File: src/rtl/rtcs_pkg.sv
package rtcs_pkg;
  localparam int STAT_W  = 32;
  localparam int INV_BIT = 0;
  localparam int OVF_BIT = 1;
endpackage

File: src/rtl/rtcs_count_core.sv
module rtcs_count_core #(
  parameter int CNT_W = 32
) (
  input  logic             clk_i,
  input  logic             rst_ni,
  input  logic             load_i,
  input  logic [CNT_W-1:0] load_val_i,
  input  logic             step_i,
  output logic [CNT_W-1:0] cnt_o,
  output logic             wrap_o
);
  localparam logic [CNT_W-1:0] CNT_MAX = {CNT_W{1'b1}};

  logic [CNT_W-1:0] cnt_q, cnt_d;
  logic             cnt_ce;

  always_comb begin
    cnt_ce = load_i | step_i;
    cnt_d  = load_i ? load_val_i : cnt_q + 1'b1;
  end

  always_ff @(posedge clk_i or negedge rst_ni) begin
    if (!rst_ni)     cnt_q <= '0;
    else if (cnt_ce) cnt_q <= cnt_d;
  end

  assign cnt_o  = cnt_q;
  assign wrap_o = step_i & (cnt_q == CNT_MAX);
endmodule

File: src/rtl/rtcs_flag_ctrl.sv
module rtcs_flag_ctrl (
  input  logic clk_i,
  input  logic rst_ni,
  input  logic clear_i,
  input  logic wrap_i,
  output logic invalid_o,
  output logic overflow_o
);
  logic inv_q, inv_d, ovf_q, ovf_d;

  always_comb begin
    inv_d = inv_q & ~clear_i;
    ovf_d = clear_i ? 1'b0 : (ovf_q | wrap_i);
  end

  always_ff @(posedge clk_i or negedge rst_ni) begin
    if (!rst_ni) begin
      inv_q <= 1'b1;
      ovf_q <= 1'b0;
    end else begin
      inv_q <= inv_d;
      ovf_q <= ovf_d;
    end
  end

  assign invalid_o  = inv_q;
  assign overflow_o = ovf_q;
endmodule

File: src/rtl/rtcs_read_mask.sv
module rtcs_read_mask
  import rtcs_pkg::*;
#(
  parameter int CNT_W = 32
) (
  input  logic [CNT_W-1:0]  cnt_i,
  input  logic              invalid_i,
  input  logic              overflow_i,
  output logic [CNT_W-1:0]  rd_data_o,
  output logic [STAT_W-1:0] status_o
);
  always_comb begin
    rd_data_o = (invalid_i | overflow_i) ? '0 : cnt_i;
    status_o           = '0;
    status_o[INV_BIT]  = invalid_i;
    status_o[OVF_BIT]  = overflow_i;
  end
endmodule

File: src/rtl/rtc_sec_counter.sv
module rtc_sec_counter
  import rtcs_pkg::*;
#(
  parameter int CNT_W = 32
) (
  input  logic              clk_i,
  input  logic              rst_ni,
  input  logic              count_en_i,
  input  logic              tick_i,
  input  logic              wr_en_i,
  input  logic [CNT_W-1:0]  wr_data_i,
  output logic [CNT_W-1:0]  rd_data_o,
  output logic [STAT_W-1:0] status_o
);
  logic             load, step, wrap, inv, ovf;
  logic [CNT_W-1:0] cnt_q;

  // Writes land only while counting is stopped; ticks advance only valid time.
  assign load = wr_en_i & ~count_en_i;
  assign step = count_en_i & tick_i & ~inv & ~ovf;

  rtcs_count_core #(.CNT_W(CNT_W)) u_core (
    .clk_i      (clk_i),
    .rst_ni     (rst_ni),
    .load_i     (load),
    .load_val_i (wr_data_i),
    .step_i     (step),
    .cnt_o      (cnt_q),
    .wrap_o     (wrap)
  );

  rtcs_flag_ctrl u_flags (
    .clk_i      (clk_i),
    .rst_ni     (rst_ni),
    .clear_i    (load),
    .wrap_i     (wrap),
    .invalid_o  (inv),
    .overflow_o (ovf)
  );

  rtcs_read_mask #(.CNT_W(CNT_W)) u_mask (
    .cnt_i      (cnt_q),
    .invalid_i  (inv),
    .overflow_i (ovf),
    .rd_data_o  (rd_data_o),
    .status_o   (status_o)
  );
endmodule

File: config.mk
export PLATFORM = sky130hd
export DESIGN_NAME = rtc_sec_counter
export DESIGN_NICKNAME = d
export VERILOG_FILES = /design/src/rtl/rtcs_pkg.sv /design/src/rtl/rtcs_count_core.sv /design/src/rtl/rtcs_flag_ctrl.sv /design/src/rtl/rtcs_read_mask.sv /design/src/rtl/rtc_sec_counter.sv
export SDC_FILE = /design/constraint.sdc
export NUM_CORES = 1
export LEC_CHECK = 0
export ABC_AREA = 1
export BUFFER_PORTS_ARGS = -buffer_cell sky130_fd_sc_hd__buf_2
export CAP_MARGIN = 30
export CORE_MARGIN = 5
export CORE_UTILIZATION = 47
export CTS_BUF_LIST = sky130_fd_sc_hd__clkbuf_4
export DETAILED_ROUTE_END_ITERATION = 6
export GPL_ROUTABILITY_DRIVEN = 0
export PLACE_DENSITY = 0.78
export SYNTH_ARGS = -nofsm -noshare
export SYNTH_HDL_FRONTEND = slang
export SYNTH_SLANG_ARGS = --single-unit
File: constraint.sdc
create_clock -name clk_i -period 1.35 [get_ports clk_i]
set_clock_uncertainty 0.05 [all_clocks]
set_input_delay 0 -clock clk_i [delete_from_list [all_inputs] [get_ports clk_i]]
set_output_delay 0 -clock clk_i [all_outputs]
set_load 0.05 [all_outputs]
==> results of run 1 <==
through the flow:
| stage | setup WS, ps | std cells | hold WS [ps] | area (um^2) |
|---|---|---|---|---|
| CTS | -210 | 729 | 33.2 | 4560 |
| global route | -414 | 747 | 86.1 | 5010 |
| global placement | -137 | 678 | -93.0 | 3680 |
| finish | -349 | 747 | 48.9 | 5010 |
| detailed placement | -197 | 678 | -82.6 | 3680 |
| floorplan | -92.9 | 533 | -346 | 3170 |
cell families (layout without fill, tap and decap cells):
kind of cell / count (synthesis) / in the layout / synth area share (%)
buffers and inverters: 103 / 239 / 17.7
xor gates and xnor gates: 1 / 1 / 0.287
and+or+nand+nor: 326 / 326 / 46.6
other: 1 / 31 / 0.123
AOI/OAI and AO/OA: 38 / 38 / 6.96
DFF: 34 / 34 / 27.9
adders and majority gates: 1 / 1 / 0.409
worst min path at each step:
stage,slack [ps],depth (start not counted),endpoint
5_1_grt,90,4,u_flags.overflow_o
4_1_cts,30,4,u_flags.overflow_o
6_report,50,4,u_flags.overflow_o
3_3_place_gp,-90,1,u_core.cnt_o[0]
3_5_place_dp,-80,1,u_core.cnt_o[1]
2_1_floorplan,-350,0,u_core.cnt_o[0]
report_power, final:
part | total [mW] | internal (mW) | leakage [nW] | switching, mW
Combinational | 4.04 | 1.52 | 2.10 | 2.52
Clock | 0.603 | 0.216 | 0.0331 | 0.387
Sequential | 1.49 | 1.22 | 0.391 | 0.265
timing repair:
item                                   CTS  global route
setup buffers                            5            17
pin swaps                                9            31
hold buffers                            35             0
endpoints found under the hold margin   67             0
gates cloned                             3             2
setup endpoints to repair               65            65
resized for setup                      117            83
layout by cell type, fill, tap and decap left out, drive strengths merged:
cell and count:
clkinvlp 1, clkinv 2, inv 54, dfrtp 33
clkbuf 8, o21ai 17, nor3 5, o22ai 3
nand2 159, and2 1, conb 30, o211ai 5
ha 1, nand4 1, a211oi 2, diode 1
nand3b 2, nand3 35, a31oi 1, dlygate4sd3 35
xor2 1, nor2 123, a21oi 10, buf 139
dfstp 1
synth_stat cells (2+ instances only):
master / number / area share, %
nand2_2: 7 / 1.4
a21oi_1: 10 / 1.6
buf_4: 34 / 8.4
buf_1: 3 / 0.37
dfrtp_1: 33 / 27
nor3_1: 5 / 0.82
nand3b_1: 2 / 0.49
nor2_2: 3 / 0.61
a211oi_1: 2 / 0.49
o21ai_1: 2 / 0.33
nand2_1: 150 / 18
nor2_1: 108 / 13
inv_1: 53 / 6.5
nand3_1: 35 / 5.7
clkbuf_1: 3 / 0.37
o21ai_0: 15 / 2.5
o211ai_1: 5 / 1.2
buf_2: 6 / 0.98
clkbuf_8: 2 / 0.90
nand2_4: 2 / 0.74
nor2_4: 11 / 4.1
o22ai_1: 3 / 0.61
worst reg2reg max path: stages, from the launching register on:
cell	delay, ps
dfrtp_1	430
ha_4	170
nand2_4	50
nor2_4	200
nand3b_1	190
nor2_1	210
nand2_1	120
nand3_1	100
nand2_1	50
nand2_1	70
flip-flops by register name, indices dropped and copies added (netlist names):
name	flops
u_core.cnt_o	32
u_flags.invalid_o	1
u_flags.overflow_o	1
area by class of cell:
cell class                      instances  area (um^2)  share of cell area [%]
Clock inverter                          2         8.76                   0.175
Timing Repair Buffer                  176         1640                    32.7
Antenna cell                            1         2.50                  0.0499
Inverter                               55          220                    4.39
Sequential cell                        34          852                    17.0
Multi-Input combinational cell        396         2150                    42.9
Clock buffer                            6         45.0                   0.898
Tap cell                               77         96.3                    1.92
layer usage:
layer | GRT usage [%] | share of wire (%) | vias up
met3 | 6.00 | 12 | 127
li1 | - | - | 1816
met2 | 44.7 | 47 | 411
met1 | 29.9 | 34 | 1908
met5 | 0 | 0 | -
met4 | 10.5 | 7.2 | 0
==> reports/results.ini, run 1 <==
[routing]
ant_nets = 0
dr.pass1.iters = 7
wl_um = 13500
viasPerCell = 5.71
vias = 4262
first_iter_violations = 628
drc = 0
post_drt_wl_per_cell_um = 18.1

[setup_path]
critPathMaxFanout = 4
crit_family = simple AND/OR/NAND/NOR gates
crit_buf_inv = 0
worstReg2RegEnd = u_core.cnt_o[18]
startpoint = u_core.cnt_o[1]
cpPeakStageDelay_ps = 430
worstPathCellList = ha_4 > nand2_4 > nor2_4 > nand3b_1 > nor2_1 > nand2_1 > nand3_1 > nand2_1 > nand2_1
crit_cells = 9
r2r_cells = 9
cp.arrival_ps = 1950
cp.required_ps = 1600
worstSetupEndpoint = u_core.cnt_o[18]
reg2reg_slack_ps = -350
start_kind = flop
crit_type = flop to flop
worst_setup_path_end_kind = flop
cpMostUsedCell = nand2_1
r2r-start = u_core.cnt_o[1]
cp_slowest_cell = dfrtp_1

[clock_tree]
clkTransAtPathRegs_ps = 120
cts_tree = done
cts_inserted_buffers = 5
clkSinkCount = 34
root_buffer = clkbuf_4
cts_max_level = 2
clock_latency_ps = 360
clock_path_buffers = 2

[grt]
antenna_found_initial = 1
grt_max_degree = 37
grt_pass1_vias = 3732
grt_pass1_wl_um = 17400
grt_overflow = 0
track_usage_pct = 25.6

[cells_and_area]
filler_cell_count = 374
fin_nets = 706
drive_gt1_share_pct = 36.0
fin_util_pct = 79.0
areaGrowthSynthToFinish_pct = 64.0

[floorplanning]
initial_core_util_pct = 48.1
rows = 29
die_w_um = 90.6
core_area_um2 = 6350
die_y_um = 90.6
ios = 101
die_area_um2 = 8220

[timing]
rsz0062_at_grt = true
period_share_pct = 126
worst_slack_ps = -349
hold_viol = 0
tns_ps = -14630
setup_viol = 65
slew_violations = 0
timing.fmax_mhz = 589
fin_crit_ps = 1700

[synthesis]
synth_edf_count = 0
synthCells = 504
synth.distinct_cells = 32
synth.avg_cell_area_um2 = 6.06
ys_seq_area_share_pct = 27.9
synthArstFlopShare_pct = 100
ys.flop_type = dfrtp_1
synth_area_um2 = 3060
yosys_warnings = 0
synth-seq-cells = 34

[outcome]
outcome = complete, but fails checks
violations = negative setup slack

[placement]
io_buffers = 70
hpwl_um = 6700

[pwr]
peakVddDrop_uv = 1130
power.total_mw = 6.14
powerDensity_nw_per_um2 = 1220
leakagePower_nw = 2.52

[hold_path]
min_path_type = primary input to flop
hold_start = wr_en_i

[run]
max_cap_violations = 0

Note: power is estimated with default switching activity, not from simulation.
==> inputs of run 2 (changes only) <==
--- a/config.mk
+++ b/config.mk
@@ -13,7 +13,7 @@
 export CTS_BUF_LIST = sky130_fd_sc_hd__clkbuf_4
 export DETAILED_ROUTE_END_ITERATION = 6
 export GPL_ROUTABILITY_DRIVEN = 0
-export PLACE_DENSITY = 0.78
+export PLACE_DENSITY = 0.75
 export SYNTH_ARGS = -nofsm -noshare
 export SYNTH_HDL_FRONTEND = slang
 export SYNTH_SLANG_ARGS = --single-unit
==> constraint.sdc (replaced) <==
create_clock -name clk_i -period 1.6 [get_ports clk_i]
set_clock_uncertainty 0.05 [all_clocks]
set_input_delay 0 -clock clk_i [delete_from_list [all_inputs] [get_ports clk_i]]
set_output_delay 0 -clock clk_i [all_outputs]
set_load 0.05 [all_outputs]
==> run 2 against run 1 <==
The flow still finishes with violations (negative setup slack). Die area stayed put. Critical path depth is 1 lower. Core utilization is 14 points lower. Critical endpoint is now u_core.cnt_o[24].
==> reports/results.ini, run 2 (synthesis gave the netlist of run 1 again) <==
[outcome]
outcome = complete, but fails checks
violations = negative setup slack

[setup_path]
cp.arrival_ps = 1820  ; -130 ps
r2r-start = u_core.cnt_o[0]
start_kind = flop
cp.required_ps = 1790  ; +190 ps
worst_setup_path_end_kind = flop
r2r_cells = 8  ; -1
worstReg2RegEnd = u_core.cnt_o[24]
reg2reg_slack_ps = -30  ; +320 ps
crit_type = flop to flop
critPathMaxFanout = 6  ; +2

[routing]
drc = 0  ; unchanged
wl_um = 9530  ; -30%
post_drt_wl_per_cell_um = 13.6  ; -25%
viasPerCell = 5.04  ; -12%
dr.pass1.iters = 5  ; -2
first_iter_violations = 272  ; -57%
vias = 3536  ; -17%
ant_nets = 0  ; unchanged

[cells_and_area]
drive_gt1_share_pct = 23.9  ; -12 points
fin_nets = 663  ; -6.1%
final_common_cell = nand2_1
most-common-layout-cells = nand2_1 (147), nor2_1 (102), buf_2 (69)
diodes = 0  ; -1
largest_reg_flops = 32  ; unchanged
areaGrowthSynthToFinish_pct = 34.6
multi_input_area_um2 = 1850  ; -14%
regArea_um2 = 852  ; unchanged
filler_cell_count = 565  ; +51%
fin_util_pct = 64.8  ; -14 points

[pwr]
peakVddDrop_uv = 526  ; -54%
leakagePower_nw = 2.14  ; -15%
powerDensity_nw_per_um2 = 995  ; -19%

[placement]
hpwl_um = 6200  ; -7.5%
place_ws_ps = 5.83  ; +203 ps
io_buffers = 70  ; unchanged

[grt]
grt_pass1_vias = 3085  ; -17%
grt_overflow = 0  ; unchanged
grt_pass1_wl_um = 14300  ; -18%
grt_max_degree = 41  ; +11%
track_usage_pct = 20.7  ; -4.9 points
antenna_found_initial = 0  ; -1

[timing]
tns_ps = -74.8  ; +14560 ps
worst_slack_ps = -29.2  ; +320 ps
rsz0062_at_grt = true
period_share_pct = 102  ; -24 points
setup_viol = 4  ; -94%
hold_viol = 0  ; unchanged
slew_violations = 0  ; unchanged
timing.fmax_mhz = 614  ; +4.3%
hold_slack_ps = 92.5  ; +43.7 ps
fin_crit_ps = 1630  ; -69.6 ps

[clock_tree]
clkTransAtPathRegs_ps = 110  ; about the same
cts_max_level = 2  ; unchanged
clock_path_buffers = 2  ; unchanged
cts_inserted_buffers = 5  ; unchanged
clock_latency_ps = 350  ; about the same
root_buffer = clkbuf_4
clkSinkCount = 34  ; unchanged
cts_tree = done

[floorplanning]
die_area_um2 = 8220  ; unchanged
die_w_um = 90.6  ; unchanged
ios = 101  ; unchanged
rows = 29  ; unchanged
core_area_um2 = 6350  ; unchanged
die_y_um = 90.6  ; unchanged
initial_core_util_pct = 48.1  ; unchanged

[run]
max_cap_violations = 0  ; unchanged

[hold_path]
min_path_type = primary input to async pin

run 2: cell types whose count changed in the layout (fill, tap and decap cells not counted), sizes merged:
cell | before | now
clkinv | 2 | 1
diode | 1 | 0
clkinvlp | 1 | 2
buf | 139 | 93
dlygate4sd3 | 35 | 36
run 2: repair_timing:
| action | CTS | global route |
|---|---|---|
| hold buffers | 36 | 0 |
| resized for setup | 4 | 33 |
| hold endpoints to repair | 67 | 0 |
| endpoints found under the setup margin | 33 | 61 |
| buffers inserted | 0 | 13 |
| pin swaps | 2 | 23 |
| cloned | 0 | 7 |
run 2: layout make-up:
cell class,count,share of cell area [%]
repair buffers,132,25.6
inverters,55,5.11
multi-input cells,396,45.0
well taps,77,2.34
clock inverters,1,0.0912
repair inverters,1,0.182
clock buffers,5,0.912
flip-flops and latches,34,20.7
run 2: critical path: stages, from the launching register on:
cell     delay [ps]
dfrtp_1         370
ha_2            200
nand2_2          70
nor2_4          190
nand2_4         120
nor2_4          190
nand4_1         150
nor2_1          120
nor2_1           60
run 2: worst max-delay path by stage:
stage                             from               end  slack (ps)  cells past startpoint
floorplan           u_flags.overflow_o      rd_data_o[0]         160                      4
global placement       u_core.cnt_o[0]  u_core.cnt_o[26]          80                     10
detailed placement     u_core.cnt_o[0]  u_core.cnt_o[30]           6                     10
CTS                 u_flags.overflow_o   u_core.cnt_o[7]         -10                      9
global route           u_core.cnt_o[0]  u_core.cnt_o[24]        -140                      8
finish                 u_core.cnt_o[0]  u_core.cnt_o[24]         -30                      8
run 2: per-stage QoR:
step	total power, mW	instance area (um^2)	cells
5_1_grt	4.37	4110	701
4_1_cts	3.91	3780	681
6_report	4.09	4110	701
3_5_place_dp	3.39	3370	639
2_1_floorplan	2.95	3170	533
3_3_place_gp	3.36	3370	639
run 2: layer usage:
metal  share of wire, %  global-route usage (%)
met4                2.8                    5.71
met2                 47                    34.0
met3                8.3                    4.42
met1                 42                    27.3
met5                  0                       0
run 2: power by group:
part | internal (mW) | switching [mW]
clock | 0.150 | 0.289
sequential | 1.03 | 0.224
combinational | 0.696 | 1.70
